<file path="src/rtl/gpio_bank_pkg.sv">
package gpio_bank_pkg;
  localparam int NPINS   = 16;
  localparam int MODE_W  = 4;
  localparam int NGROUPS = 4;
  localparam int OP_W    = 2;

  typedef enum logic [OP_W-1:0] {
    OP_SET_MODE = 2'd0,
    OP_QUERY    = 2'd1,
    OP_WR_DATA  = 2'd2,
    OP_RD_LEVEL = 2'd3
  } bank_op_e;

  localparam logic [MODE_W-1:0] MD_INPUT  = 4'h0;
  localparam logic [MODE_W-1:0] MD_SERIN  = 4'h2;
  localparam logic [MODE_W-1:0] MD_OUTPUT = 4'h8;
  localparam logic [MODE_W-1:0] MD_SEROUT = 4'h9;
  localparam logic [MODE_W-1:0] MD_TMRB   = 4'hA;

  // first global pin of each register group
  function automatic int grp_base(input int g);
    case (g)
      0:       return 0;
      1:       return 2;
      2:       return 6;
      default: return 10;
    endcase
  endfunction

  // number of pins in each register group
  function automatic int grp_count(input int g);
    case (g)
      0:       return 2;
      1:       return 4;
      2:       return 4;
      default: return 6;
    endcase
  endfunction

  // pins on which a mode code may be placed
  function automatic logic [NPINS-1:0] legal_pins(input logic [MODE_W-1:0] code);
    case (code)
      MD_INPUT, MD_OUTPUT: return {NPINS{1'b1}};
      MD_SERIN:            return 16'h0030;
      MD_SEROUT:           return 16'h000F;
      MD_TMRB:             return 16'h0003;
      default:             return '0;
    endcase
  endfunction
endpackage

</file>
<file path="src/rtl/gpio_rst_sync.sv">
module gpio_rst_sync (
  input  logic clk,
  input  logic rst_n,
  output logic rst_s
);
  logic [1:0] stage_q;

  always_ff @(posedge clk or negedge rst_n) begin
    if (!rst_n) stage_q <= 2'b00;
    else        stage_q <= {stage_q[0], 1'b1};
  end

  assign rst_s = stage_q[1];
endmodule

</file>
<file path="src/rtl/gpio_pin_group.sv">
module gpio_pin_group #(
  parameter int COUNT  = 2,
  parameter int MODE_W = 4
) (
  input  logic                      clk,
  input  logic                      rst_n,
  input  logic                      set_mode,
  input  logic                      wr_data,
  input  logic [COUNT-1:0]          mask,
  input  logic [MODE_W-1:0]         code,
  input  logic [COUNT-1:0]          wdata,
  output logic [COUNT-1:0]          match,
  output logic [COUNT-1:0]          is_out,
  output logic [COUNT-1:0]          dout
);
  localparam int FW = COUNT * MODE_W;
  localparam logic [MODE_W-1:0] OUT_CODE = 4'h8;

  logic [FW-1:0]    field_q, field_d;
  logic [COUNT-1:0] data_q, data_d;
  logic             field_en, data_en;

  always_comb begin
    field_en = set_mode && (|mask);
    field_d  = field_q;
    for (int i = 0; i < COUNT; i++) begin
      if (mask[i]) field_d[i*MODE_W +: MODE_W] = code;
    end
  end

  always_comb begin
    data_en = wr_data && (|mask);
    data_d  = (data_q & ~mask) | (wdata & mask);
  end

  always_ff @(posedge clk or negedge rst_n) begin
    if (!rst_n)        field_q <= '0;
    else if (field_en) field_q <= field_d;
  end

  always_ff @(posedge clk or negedge rst_n) begin
    if (!rst_n)       data_q <= '0;
    else if (data_en) data_q <= data_d;
  end

  for (genvar i = 0; i < COUNT; i++) begin : g_pin
    assign match[i]  = (field_q[i*MODE_W +: MODE_W] == code);
    assign is_out[i] = (field_q[i*MODE_W +: MODE_W] == OUT_CODE);
  end

  assign dout = data_q;
endmodule

</file>
<file path="src/rtl/gpio_rule_check.sv">
module gpio_rule_check
  import gpio_bank_pkg::*;
(
  input  logic [OP_W-1:0]   op,
  input  logic [NPINS-1:0]  mask,
  input  logic [MODE_W-1:0] code,
  input  logic [NPINS-1:0]  out_pins,
  output logic              reject
);
  logic [NPINS-1:0] bad_mode, bad_data;

  always_comb begin
    bad_mode = mask & ~legal_pins(code);
    bad_data = mask & ~out_pins;
    case (bank_op_e'(op))
      OP_SET_MODE: reject = |bad_mode;
      OP_WR_DATA:  reject = |bad_data;
      default:     reject = 1'b0;
    endcase
  end
endmodule

</file>
<file path="src/rtl/gpio_mode_bank.sv">
module gpio_mode_bank
  import gpio_bank_pkg::*;
(
  input  logic              clk,
  input  logic              rst_n,
  input  logic              cmd_valid,
  output logic              cmd_ready,
  input  logic [1:0]        cmd_op,
  input  logic [15:0]       cmd_mask,
  input  logic [15:0]       cmd_arg,
  output logic              rsp_valid,
  output logic              rsp_err,
  output logic [15:0]       rsp_data,
  input  logic [15:0]       pad_in,
  output logic [15:0]       pad_out,
  output logic [15:0]       pad_oe
);
  logic              rst_s;
  logic              accept, reject;
  logic              do_set, do_wr;
  logic [MODE_W-1:0] code;
  logic [NPINS-1:0]  match_all, out_all, data_all;
  logic              rsp_valid_q, rsp_valid_d;
  logic              rsp_err_q, rsp_err_d;
  logic [NPINS-1:0]  rsp_data_q, rsp_data_d;

  gpio_rst_sync u_rst (
    .clk   (clk),
    .rst_n (rst_n),
    .rst_s (rst_s)
  );

  assign cmd_ready = rst_s;
  assign accept    = cmd_valid && cmd_ready;
  assign code      = cmd_arg[MODE_W-1:0];

  gpio_rule_check u_rule (
    .op       (cmd_op),
    .mask     (cmd_mask),
    .code     (code),
    .out_pins (out_all),
    .reject   (reject)
  );

  assign do_set = accept && !reject && (bank_op_e'(cmd_op) == OP_SET_MODE);
  assign do_wr  = accept && !reject && (bank_op_e'(cmd_op) == OP_WR_DATA);

  for (genvar g = 0; g < NGROUPS; g++) begin : g_grp
    localparam int B = grp_base(g);
    localparam int C = grp_count(g);
    gpio_pin_group #(.COUNT(C), .MODE_W(MODE_W)) u_grp (
      .clk      (clk),
      .rst_n    (rst_s),
      .set_mode (do_set),
      .wr_data  (do_wr),
      .mask     (cmd_mask[B +: C]),
      .code     (code),
      .wdata    (cmd_arg[B +: C]),
      .match    (match_all[B +: C]),
      .is_out   (out_all[B +: C]),
      .dout     (data_all[B +: C])
    );
  end

  always_comb begin
    rsp_valid_d = accept;
    rsp_err_d   = accept && reject;
    rsp_data_d  = '0;
    if (accept) begin
      case (bank_op_e'(cmd_op))
        OP_QUERY:    rsp_data_d = match_all;
        OP_RD_LEVEL: rsp_data_d = pad_in & cmd_mask;
        default:     rsp_data_d = '0;
      endcase
    end
  end

  always_ff @(posedge clk or negedge rst_s) begin
    if (!rst_s) begin
      rsp_valid_q <= 1'b0;
      rsp_err_q   <= 1'b0;
      rsp_data_q  <= '0;
    end else begin
      rsp_valid_q <= rsp_valid_d;
      rsp_err_q   <= rsp_err_d;
      rsp_data_q  <= rsp_data_d;
    end
  end

  assign rsp_valid = rsp_valid_q;
  assign rsp_err   = rsp_err_q;
  assign rsp_data  = rsp_data_q;
  assign pad_oe    = out_all;
  assign pad_out   = data_all & out_all;
endmodule

</file>
<file path="config.mk">
export PLATFORM = sky130hd
export DESIGN_NAME = gpio_mode_bank
export DESIGN_NICKNAME = d
export VERILOG_FILES = /design/src/rtl/gpio_bank_pkg.sv /design/src/rtl/gpio_rst_sync.sv /design/src/rtl/gpio_pin_group.sv /design/src/rtl/gpio_rule_check.sv /design/src/rtl/gpio_mode_bank.sv
export SDC_FILE = /design/constraint.sdc
export NUM_CORES = 1
export LEC_CHECK = 0
export CAP_MARGIN = 20
export CORE_MARGIN = 1.5
export CORE_UTILIZATION = 25
export DETAILED_ROUTE_END_ITERATION = 8
export PLACE_DENSITY = 0.53
export SLEW_MARGIN = 25
export SYNTH_ARGS = -nofsm -noshare
export SYNTH_HDL_FRONTEND = slang
export SYNTH_SLANG_ARGS = --single-unit
</file>
<file path="constraint.sdc">
create_clock -name clk -period 2.8 [get_ports clk]
set_input_delay 0.56 -clock clk [delete_from_list [all_inputs] [get_ports clk]]
set_output_delay 0.56 -clock clk [all_outputs]
set_load 0.005 [all_outputs]
</file>
Yosys cells after proc, flatten, opt, wreduce, memory -nomap -nowiden
Cells that the tools add are included.
{"block": "word_totals", "regBits": 100, "inputBits": 53, "elab_cells": 128}
{"block": "classes", "eq_ne": 39, "mux": 4, "n_bitwise": 22, "n_reduce_logical": 39}
{"operator": "equality test 4 bit (second input constant)", "count": 19}
{"operator": "bitwise AND 16 bit", "count": 4}
{"operator": "equality test 4 bit", "count": 16}
{"operator": "one-hot mux 16 bit (4 select lines)", "count": 1}
{"operator": "NOT 16 bit", "count": 2}
{"operator": "one-hot mux 16 bit (2 select lines)", "count": 1}
{"operator": "AND reduction 2 bit", "count": 16}
{"operator": "OR reduction 16 bit", "count": 2}
{"operator": "bitwise AND 4 bit", "count": 4}
{"operator": "two-way mux 16 bit", "count": 1}
{"operator": "logical AND 1 bit", "count": 13}
{"operator": "bitwise AND 6 bit", "count": 2}
{"operator": "NOT 4 bit", "count": 2}
{"operator": "bitwise OR 4 bit", "count": 2}
{"operator": "OR reduction 4 bit", "count": 2}
{"operator": "NOT 6 bit", "count": 1}
{"operator": "bitwise OR 6 bit", "count": 1}
{"operator": "OR reduction 6 bit", "count": 1}
{"operator": "bitwise AND 2 bit", "count": 2}
{"operator": "equality test 2 bit (second input constant)", "count": 2}
{"operator": "equality test 4 x 2 -> 1 bit (second input constant)", "count": 1}
{"operator": "zero test 4 bit", "count": 1}
{"operator": "OR reduction 2 bit", "count": 2}
{"operator": "equality test 2 x 1 -> 1 bit (second input constant)", "count": 1}
{"operator": "other kinds (5)", "count": 5}

Depth between registers and ports, before layout
Gate-level depths: netlist of the first run.
{"block": "depth", "depth_word": 12, "mapped_depth": 7}

By module
Synthesis of the first run repeated with hierarchy kept, for this count alone.
{"block": "hier_totals", "cells_unflattened": 432, "area_unflattened_um2": 5225.0}
{"mod": "gpio_pin_group (g_grp[1].u_grp ...)", "instances": 2, "cells_each": 76, "area_each_um2": 1009.7, "seq_area_each_um2": 500.5}
{"mod": "gpio_pin_group (g_grp[3].u_grp)", "instances": 1, "cells_each": 112, "area_each_um2": 1491.4, "seq_area_each_um2": 750.7}
{"mod": "gpio_mode_bank", "instances": 1, "cells_each": 92, "area_each_um2": 924.6, "seq_area_each_um2": 450.4}
{"mod": "gpio_pin_group (g_grp[0].u_grp)", "instances": 1, "cells_each": 36, "area_each_um2": 490.5, "seq_area_each_um2": 250.2}
{"mod": "gpio_rule_check", "instances": 1, "cells_each": 37, "area_each_um2": 245.2, "seq_area_each_um2": 0.0}
{"mod": "gpio_rst_sync", "instances": 1, "cells_each": 3, "area_each_um2": 53.8, "seq_area_each_um2": 50.0}

Worst setup path before layout of the first run
OpenSTA, ideal clock, no wires.
{"block": "synth_path", "path_kind": "register to register", "startpoint": "register u_rst.stage_q[1]", "endpoint": "register (tool-made name)", "t_arrival_ns": 4.292, "required_ns": 2.675, "setup_slack_ns": -1.617, "path_stages_with_launch": 7, "n_path_buf": 1, "path_cell_list": "dfrtp_1 > nand2_1 > nor2_1 > nand2_1 > buf_1 > nor4_1 > mux2_2"}
{"element": "start, declared", "line": "gpio_rst_sync.sv:6", "rtl": "logic [1:0] stage_q;"}
{"element": "start signal, assigned", "line": "gpio_rst_sync.sv:10", "rtl": "else stage_q <= {stage_q[0], 1'b1};"}

==> impl_metrics.ini, run 1 <==
[critical_path]
critPathRequiredTime_ns = 3.04
rrSetupSlack_ns = 0.15
cp-end-kind = register
slowest_delay_ns = 0.58
reg2reg_from = g_grp[2].u_grp.field_q[0]
worst_path_max_delay_cell = or4_1
rr_worst_depth = 6
arrival_ns = 2.88
crit_start = g_grp[2].u_grp.field_q[0]
worstPathMaxFanout = 13
start_kind = register
path_cells = nor4b_4 > o22ai_1 > or4_1 > buf_4 > nor4_2 > mux2_2
path_class = register to register

[synth]
synth.most_common_cell = dfrtp_1
avgSynthCellArea_um2 = 11.5
synth_top_cell_by_area = dfrtp_1
synth_area_um2 = 5070
syn-instance-count = 443
synth_sequential_area_ratio_pct = 49.3
synth_top_area_share_pct = 49.3
async_reset_ff_share_pct = 100
ys_ff_latch = 100
ys_top_cells_by_area = dfrtp_1 (49%), xor2_1 (8.5%), and2_1 (6.7%)
synthFlopType = dfrtp_1
synth_nets = 496
synth_warnings = 0
synth.top_cells.by_count = dfrtp_1 (100), and2_1 (54), xor2_1 (49), nand3_1 (31), mux2_2 (28)
synth_edf_count = 0
synth_cell_type_count = 37

[clock_tree]
ctsLongestPathBuffers = 2
clkTransAtPathRegs_ns = 0.07
cts_tree = yes
cts_resized = 1
clock-root-buffer = clkbuf_16
post-cts-setup-buffer-count = 0
hold_buffers = 0
cts_buffers = 9
clock_latency_ns = 0.35
cts_sinks = 100
htree_levels = 3

[placement]
place.detailed.hpwl_mm = 11.5
gp_congestion = 0.779
port_buffers = 103
placed_area_um2 = 6790

[worst_hold_path]
min_path_type = register to asynchronous set/reset pin

[drt]
viasPerCell = 4.47
drt_first_iter_violations = 172
vias = 3887
firstDrtPassIters = 4
wirelength_mm = 15.4
drtAntennaViolNets = 0
drc_errors = 0
routedWlPerCell_um = 17.7

[global_route]
grt_max_degree = 79
track_usage_pct = 15.1
antenna_found_initial = 0
overflow = 0
grt_pass1_vias = 4208
grt_pass1_wl_mm = 24.5

[timing]
slew_violations = 0
fin_skew_ns = 0.00524
fmax_ghz = 0.378
rsz0062_at_grt = no
hold_viol_final = 0
setup_violations = 0
min_period_ns = 2.65
tightestPinTransition_ns = 0.746
period_share_pct = 94.5
relSlewSlack_pct = 50.3

[finish]
syn2layout_area_growth_pct = 40.1
regArea_um2 = 2510
post-route-util_pct = 36.2
fill_cells = 2024
antennaDiodeCount = 0
nets = 652
drive_gt1_share_pct = 23.5
fin_area_um2 = 7110
multi_input_area_um2 = 2420

[die]
rows = 51
die_h_um = 145
design.core.area_um2 = 19700
initial_core_util_pct = 25.8
die-width_um = 145
io_pins = 104
dieArea_um2 = 21200

[power_and_ir_drop]
power_density_nw_per_um2 = 428
leakagePower_nw = 3.22
vdd_drop_max_uv = 305

[status]
status = complete, no violations

[run]
max_cap_viol_count = 0
cell type report:
type / instances / area share, %
sequential: 100 / 35.3
multi-input combinational: 304 / 34.0
timing repair buffer: 166 / 21.2
tap: 265 / 4.66
clock buffer: 10 / 3.36
inverter: 18 / 0.951
clock inverter: 6 / 0.563
cell usage in the layout, fill, tap and decap left out, types with 2 or more instances in the layout:
cell             Yosys  layout
xor2_1              49      49
nor2_1               2       2
o22ai_1              8       8
nand3_1             31      31
clkdlybuf4s50_1      0     103
nor3_1              17      17
mux2_2              28      28
clkbuf_16            0       9
or4_1                2       2
and2_2               2       2
clkinv_2             0       2
xnor2_1             15      15
clkinvlp_4           0       4
a21oi_1             16      16
dfrtp_1            100      99
nor4b_2             10      10
nor4_1              11       6
nand2_1             20      20
nor4_2               9      14
mux2_1              12      12
nor4b_4              5       5
inv_1               18      18
and2_1              54      54
buf_4                0      62
power breakdown:
| part | leakage (nW) | switching [mW] | internal [mW] |
|---|---|---|---|
| clock | 0.127 | 0.576 | 0.624 |
| combinational | 1.71 | 0.178 | 0.185 |
| sequential | 1.39 | 0.0185 | 1.46 |
metal layers:
metal	track usage, %	part of all wire, %	up-vias
met5	0	0	-
met4	3.16	1.0	0
met3	3.79	4.5	9
met2	25.8	49	87
met1	19.3	45	1951
li1	-	-	1840
worst max path at each step:
stage                       endpoint  slack [ns]  depth (start not counted)
after floorplan             register        0.09                          6
after global placement      register       -0.24                          7
after detailed placement    register       -0.23                          7
after CTS                   register        0.01                          6
after global routing      pad_out[3]        0.03                          4
final                       register        0.15                          6
worst max-delay path, delay by kind of cell (launching register included):
kind,cells,cell delay (ns)
simple gates,3,1.32
flops,1,0.42
mux,1,0.38
buf+inv,1,0.24
compound gates,1,0.17
stage by stage:
stage	setup slack (ns)	hold slack [ns]	power, mW	TNS (ns)	cells
6_report	0.154	0.223	3.04	0	869
3_3_place_gp	-0.239	0.226	1.87	-6.61	853
5_1_grt	0.0296	0.254	3.17	0	869
4_1_cts	0.0127	0.239	3.08	0	869
2_1_floorplan	0.0883	0.264	1.65	0	443
3_5_place_dp	-0.229	0.231	1.87	-6.51	853
cells by family after synthesis:
| kind of cell | share of synthesized area [%] |
|---|---|
| and+or+nand+nor | 23.5 |
| DFF | 49.3 |
| other | 0.0739 |
| muxes | 8.88 |
| xor gates and xnor gates | 11.0 |
| AOI/OAI and AO/OA | 3.48 |
| buffers and inverters | 3.67 |
No activity file was read; power rests on OpenSTA's default activity.
==> run 2, diff against run 1 <==
--- a/config.mk
+++ b/config.mk
@@ -6,10 +6,10 @@
 export NUM_CORES = 1
 export LEC_CHECK = 0
 export CAP_MARGIN = 20
-export CORE_MARGIN = 1.5
 export CORE_UTILIZATION = 25
 export DETAILED_ROUTE_END_ITERATION = 8
 export PLACE_DENSITY = 0.53
+export SKIP_CTS_REPAIR_TIMING = 1
 export SLEW_MARGIN = 25
 export SYNTH_ARGS = -nofsm -noshare
 export SYNTH_HDL_FRONTEND = slang
==> impl_metrics.ini, run 2 (synthesized netlist as in run 1, its figures left out) <==
[finish]
antennaDiodeCount = 0
nets = 653
fin_area_um2 = 7140
drive_gt1_share_pct = 23.1
most-common-layout-cells = clkdlybuf4s50_1 (103), dfrtp_1 (99), buf_4 (62), and2_1 (54), xor2_1 (49)
syn2layout_area_growth_pct = 40.7
layout_commonest_cell = clkdlybuf4s50_1

[clock_tree]
clkTransAtPathRegs_ns = 0.07
cts_buffers = 9
cts_sinks = 100
ctsLongestPathBuffers = 2
htree_levels = 3
clock_latency_ns = 0.36
clock-root-buffer = clkbuf_16
cts_tree = yes

[power_and_ir_drop]
leakagePower_nw = 3.25
power_density_nw_per_um2 = 436
vdd_drop_max_uv = 262

[critical_path]
critPathRequiredTime_ns = 3.05
cp-end-kind = register
start_kind = register
worstPathMaxFanout = 12
arrival_ns = 2.92
path_class = register to register

[global_route]
grt_pass1_vias = 4157
antenna_found_initial = 0
overflow = 0
track_usage_pct = 15.6
grt_max_degree = 75
grt_pass1_wl_mm = 23.3

[drt]
wirelength_mm = 15.2
routedWlPerCell_um = 17.5
vias = 3814
firstDrtPassIters = 4
drtAntennaViolNets = 0
drc_errors = 0
drt_first_iter_violations = 188
viasPerCell = 4.38

[placement]
gp_congestion = 0.796
port_buffers = 103
pre_cts_slack_ns = -0.231
place.detailed.hpwl_mm = 11.6
placed_area_um2 = 6810

[timing]
period_share_pct = 95.5
hold_viol_final = 0
layout_setup_ws_ns = 0.126
tightestPinTransition_ns = 0.714
min_period_ns = 2.67
relSlewSlack_pct = 52.4
setup_violations = 0
fin_skew_ns = 0.00763
slew_violations = 0
fmax_ghz = 0.374
rsz0062_at_grt = no

[worst_hold_path]
min_path_type = register to asynchronous set/reset pin

[die]
design.core.area_um2 = 19700
io_pins = 104
die-width_um = 144
dieArea_um2 = 20900
initial_core_util_pct = 25.8
rows = 51
die_h_um = 144

[run]
max_cap_viol_count = 0

[status]
status = complete, no violations
==> run 2: changes by cell type in the layout (fill, tap and decap cells not counted) <==
cell,change
clkinv_4,+1
clkinvlp_4,-4
buf_12,+1
nor4_1,+1
bufinv_16,+1
clkbuf_1,+2
nor4_2,-1
==> run 2: layer usage <==
layer / GRT usage [%] / part of all wire, %
met1: 19.5 / 44
met4: 4.76 / 1.7
met3: 3.34 / 4.3
met5: 0 / 0
met2: 26.7 / 50
==> run 2: area by class of cell <==
type | instances | area (um2)
clock buffers | 12 | 246
clock inverters | 4 | 48.8
fillers | 1994 | 12500
inverters | 18 | 67.6
multi-input cells | 304 | 2410
flip-flops and latches | 100 | 2510
well taps | 265 | 332
repair buffers | 167 | 1530
==> run 2: final timing paths <==
check	end	startpoint	cells after the start	slack, ns
setup / recovery	register	g_grp[0].u_grp.field_q[4]	7	0.13
hold / removal	rsp_err	u_rst.stage_q[1]	0	0.24
setup reg to reg	register	g_grp[0].u_grp.field_q[4]	7	0.13
hold reg to reg	rsp_err	u_rst.stage_q[1]	0	0.24
max in group asynchronous	g_grp[3].u_grp.field_q[6]	u_rst.stage_q[1]	1	1.54
min in group clk	u_rst.stage_q[1]	u_rst.stage_q[0]	0	0.35
==> run 2: power by group <==
| group | switching, mW | total, mW | internal, mW |
|---|---|---|---|
| Sequential | 0.0195 | 1.48 | 1.46 |
| Combinational | 0.176 | 0.362 | 0.186 |
| Clock | 0.553 | 1.27 | 0.717 |
==> run 2: metrics by stage <==
stage	power, mW	instances	utilization, %	TNS, ns	hold WS (ns)
2_1_floorplan	1.65	443	-	0	0.264
3_5_place_dp	1.87	854	34.7	-9.53	0.257
6_report	3.11	870	36.3	0	0.243
5_1_grt	3.23	870	36.3	0	0.284
4_1_cts	3.15	870	36.2	0	0.264
3_3_place_gp	1.87	854	34.7	-9.04	0.254
==> run 2: worst max-delay path: stages (launching register included) <==
cell and delay [ns]:
dfrtp_1 0.41, nor4b_2 0.44, o22ai_1 0.15, or4_1 0.55, buf_4 0.22, nor4_2 0.32, buf_4 0.17, mux2_2 0.31
==> run 3, diff against run 2 <==
--- a/config.mk
+++ b/config.mk
@@ -8,7 +8,9 @@
 export CAP_MARGIN = 20
 export CORE_UTILIZATION = 25
 export DETAILED_ROUTE_END_ITERATION = 8
-export PLACE_DENSITY = 0.53
+export DONT_BUFFER_PORTS = 1
+export HOLD_SLACK_MARGIN = 0.03
+export PLACE_DENSITY = 0.47
 export SKIP_CTS_REPAIR_TIMING = 1
 export SLEW_MARGIN = 25
 export SYNTH_ARGS = -nofsm -noshare
==> impl_metrics.ini, run 3 (synthesized netlist as in run 1, its figures left out) <==
[global_route]
track_usage_pct = 15.4
grt_max_degree = 61
antenna_found_initial = 0
overflow = 0
grt_pass1_vias = 3635
grt_pass1_wl_mm = 22.7

[finish]
layout_commonest_cell = dfrtp_1
most-common-layout-cells = dfrtp_1 (99), and2_1 (54), xor2_1 (49), nand3_1 (31), mux2_2 (28)
drive_gt1_share_pct = 21.7
fin_area_um2 = 5840
syn2layout_area_growth_pct = 15.0
fill_cells = 2053
antennaDiodeCount = 0
regArea_um2 = 2510
multi_input_area_um2 = 2400
nets = 513

[die]
die-width_um = 144
rows = 51
io_pins = 104
design.core.area_um2 = 19700
initial_core_util_pct = 25.8
dieArea_um2 = 20900
die_h_um = 144

[timing]
setup_violations = 0
layout_setup_ws_ns = 0.141
fin_skew_ns = 0.0118
fmax_ghz = 0.376
rsz0062_at_grt = no
hold_viol_final = 0
tightestPinTransition_ns = 0.816
min_period_ns = 2.66
slew_violations = 0
period_share_pct = 95.0
fin_hold_ws_ns = 0.338
relSlewSlack_pct = 45.6

[critical_path]
rr_worst_depth = 6
critPathBufInv = 1
worst_path_max_delay_cell = or4_1
critPathRequiredTime_ns = 3.04
cp-end-kind = register
path_class = register to register
start_kind = register
cpLargestDelayFamily = simple AND/OR/NAND/NOR gates
worstPathMaxFanout = 6
slowest_delay_ns = 0.55
path_depth = 6
arrival_ns = 2.89
path_cells = nor4b_2 > o22ai_1 > or4_1 > buf_4 > nor4_1 > mux2_2

[drt]
routedWlPerCell_um = 20.5
drt_first_iter_violations = 147
firstDrtPassIters = 4
vias = 3372
wirelength_mm = 14.9
drtAntennaViolNets = 0
drc_errors = 0
viasPerCell = 4.62

[clock_tree]
htree_levels = 3
clock-root-buffer = clkbuf_16
clock_latency_ns = 0.36
cts_buffers = 9
cts_sinks = 100
ctsLongestPathBuffers = 2
clkTransAtPathRegs_ns = 0.08
cts_tree = yes

[power_and_ir_drop]
vdd_drop_max_uv = 251
power_density_nw_per_um2 = 521
leakagePower_nw = 2.70

[placement]
pre_cts_slack_ns = 0.0214
gp_congestion = 0.756
placed_area_um2 = 5490
port_buffers = 0
place.detailed.hpwl_mm = 10.7

[worst_hold_path]
whs_path_depth = 1
min_path_type = input pin to register

[status]
status = complete, no violations

[run]
max_cap_viol_count = 0
[run 3: changes by cell type in the layout (fill, tap and decap cells not counted), sizes merged]
| cell | change |
|---|---|
| clkdlybuf4s50 | -103 |
| bufinv | +1 |
| clkbuf | -1 |
| clkinvlp | +1 |
| dlygate4sd3 | +1 |
| clkinv | -1 |
| buf | -38 |
[run 3: stage by stage]
step | TNS, ns | utilization [%] | instances | power [mW]
final | 0 | 29.7 | 730 | 3.04
after detailed placement | 0 | 27.9 | 713 | 1.69
after floorplan | 0 | - | 443 | 1.65
after global routing | 0 | 29.7 | 730 | 3.18
after global placement | -0.0175 | 27.9 | 713 | 1.68
after CTS | 0 | 29.6 | 729 | 3.10
[run 3: worst reg2reg max path, stage by stage (launching register included)]
cell,delay (ns)
dfrtp_1,0.41
nor4b_2,0.46
o22ai_1,0.17
or4_1,0.55
buf_4,0.18
nor4_1,0.39
mux2_2,0.38
[run 3: worst paths after layout]
check	start	to	slack (ns)
min reg2reg	u_rst.stage_q[0]	u_rst.stage_q[1]	0.35
min in group asynchronous	u_rst.stage_q[1]	rsp_data[2]	0.39
max reg2reg	g_grp[0].u_grp.field_q[4]	register	0.14
min	cmd_arg[6]	register	0.34
max	g_grp[0].u_grp.field_q[4]	register	0.14
max in group asynchronous	u_rst.stage_q[1]	g_grp[2].u_grp.field_q[2]	1.19
[run 3: layout make-up]
type	count	area share, %
clock buffer	11	4.16
clock inverter	5	1.46
tap	265	5.68
sequential	100	42.9
multi-input combinational	304	41.1
inverter	18	1.16
timing repair buffer	27	3.52
[run 3: routing by layer]
layer	up-vias	part of all wire, %	routed length [um]	GRT usage [%]
met1	1716	44	6600	19.1
met5	-	0	0	0
met2	82	50	7420	26.1
met3	13	5.0	747	3.81
li1	1561	-	-	-
met4	0	1.1	170	4.88
[run 3: report_power, final]
group / switching (mW) / internal (mW)
Clock: 0.572 / 0.812
Combinational: 0.103 / 0.0768
Sequential: 0.0139 / 1.46
Total: 0.689 / 2.35
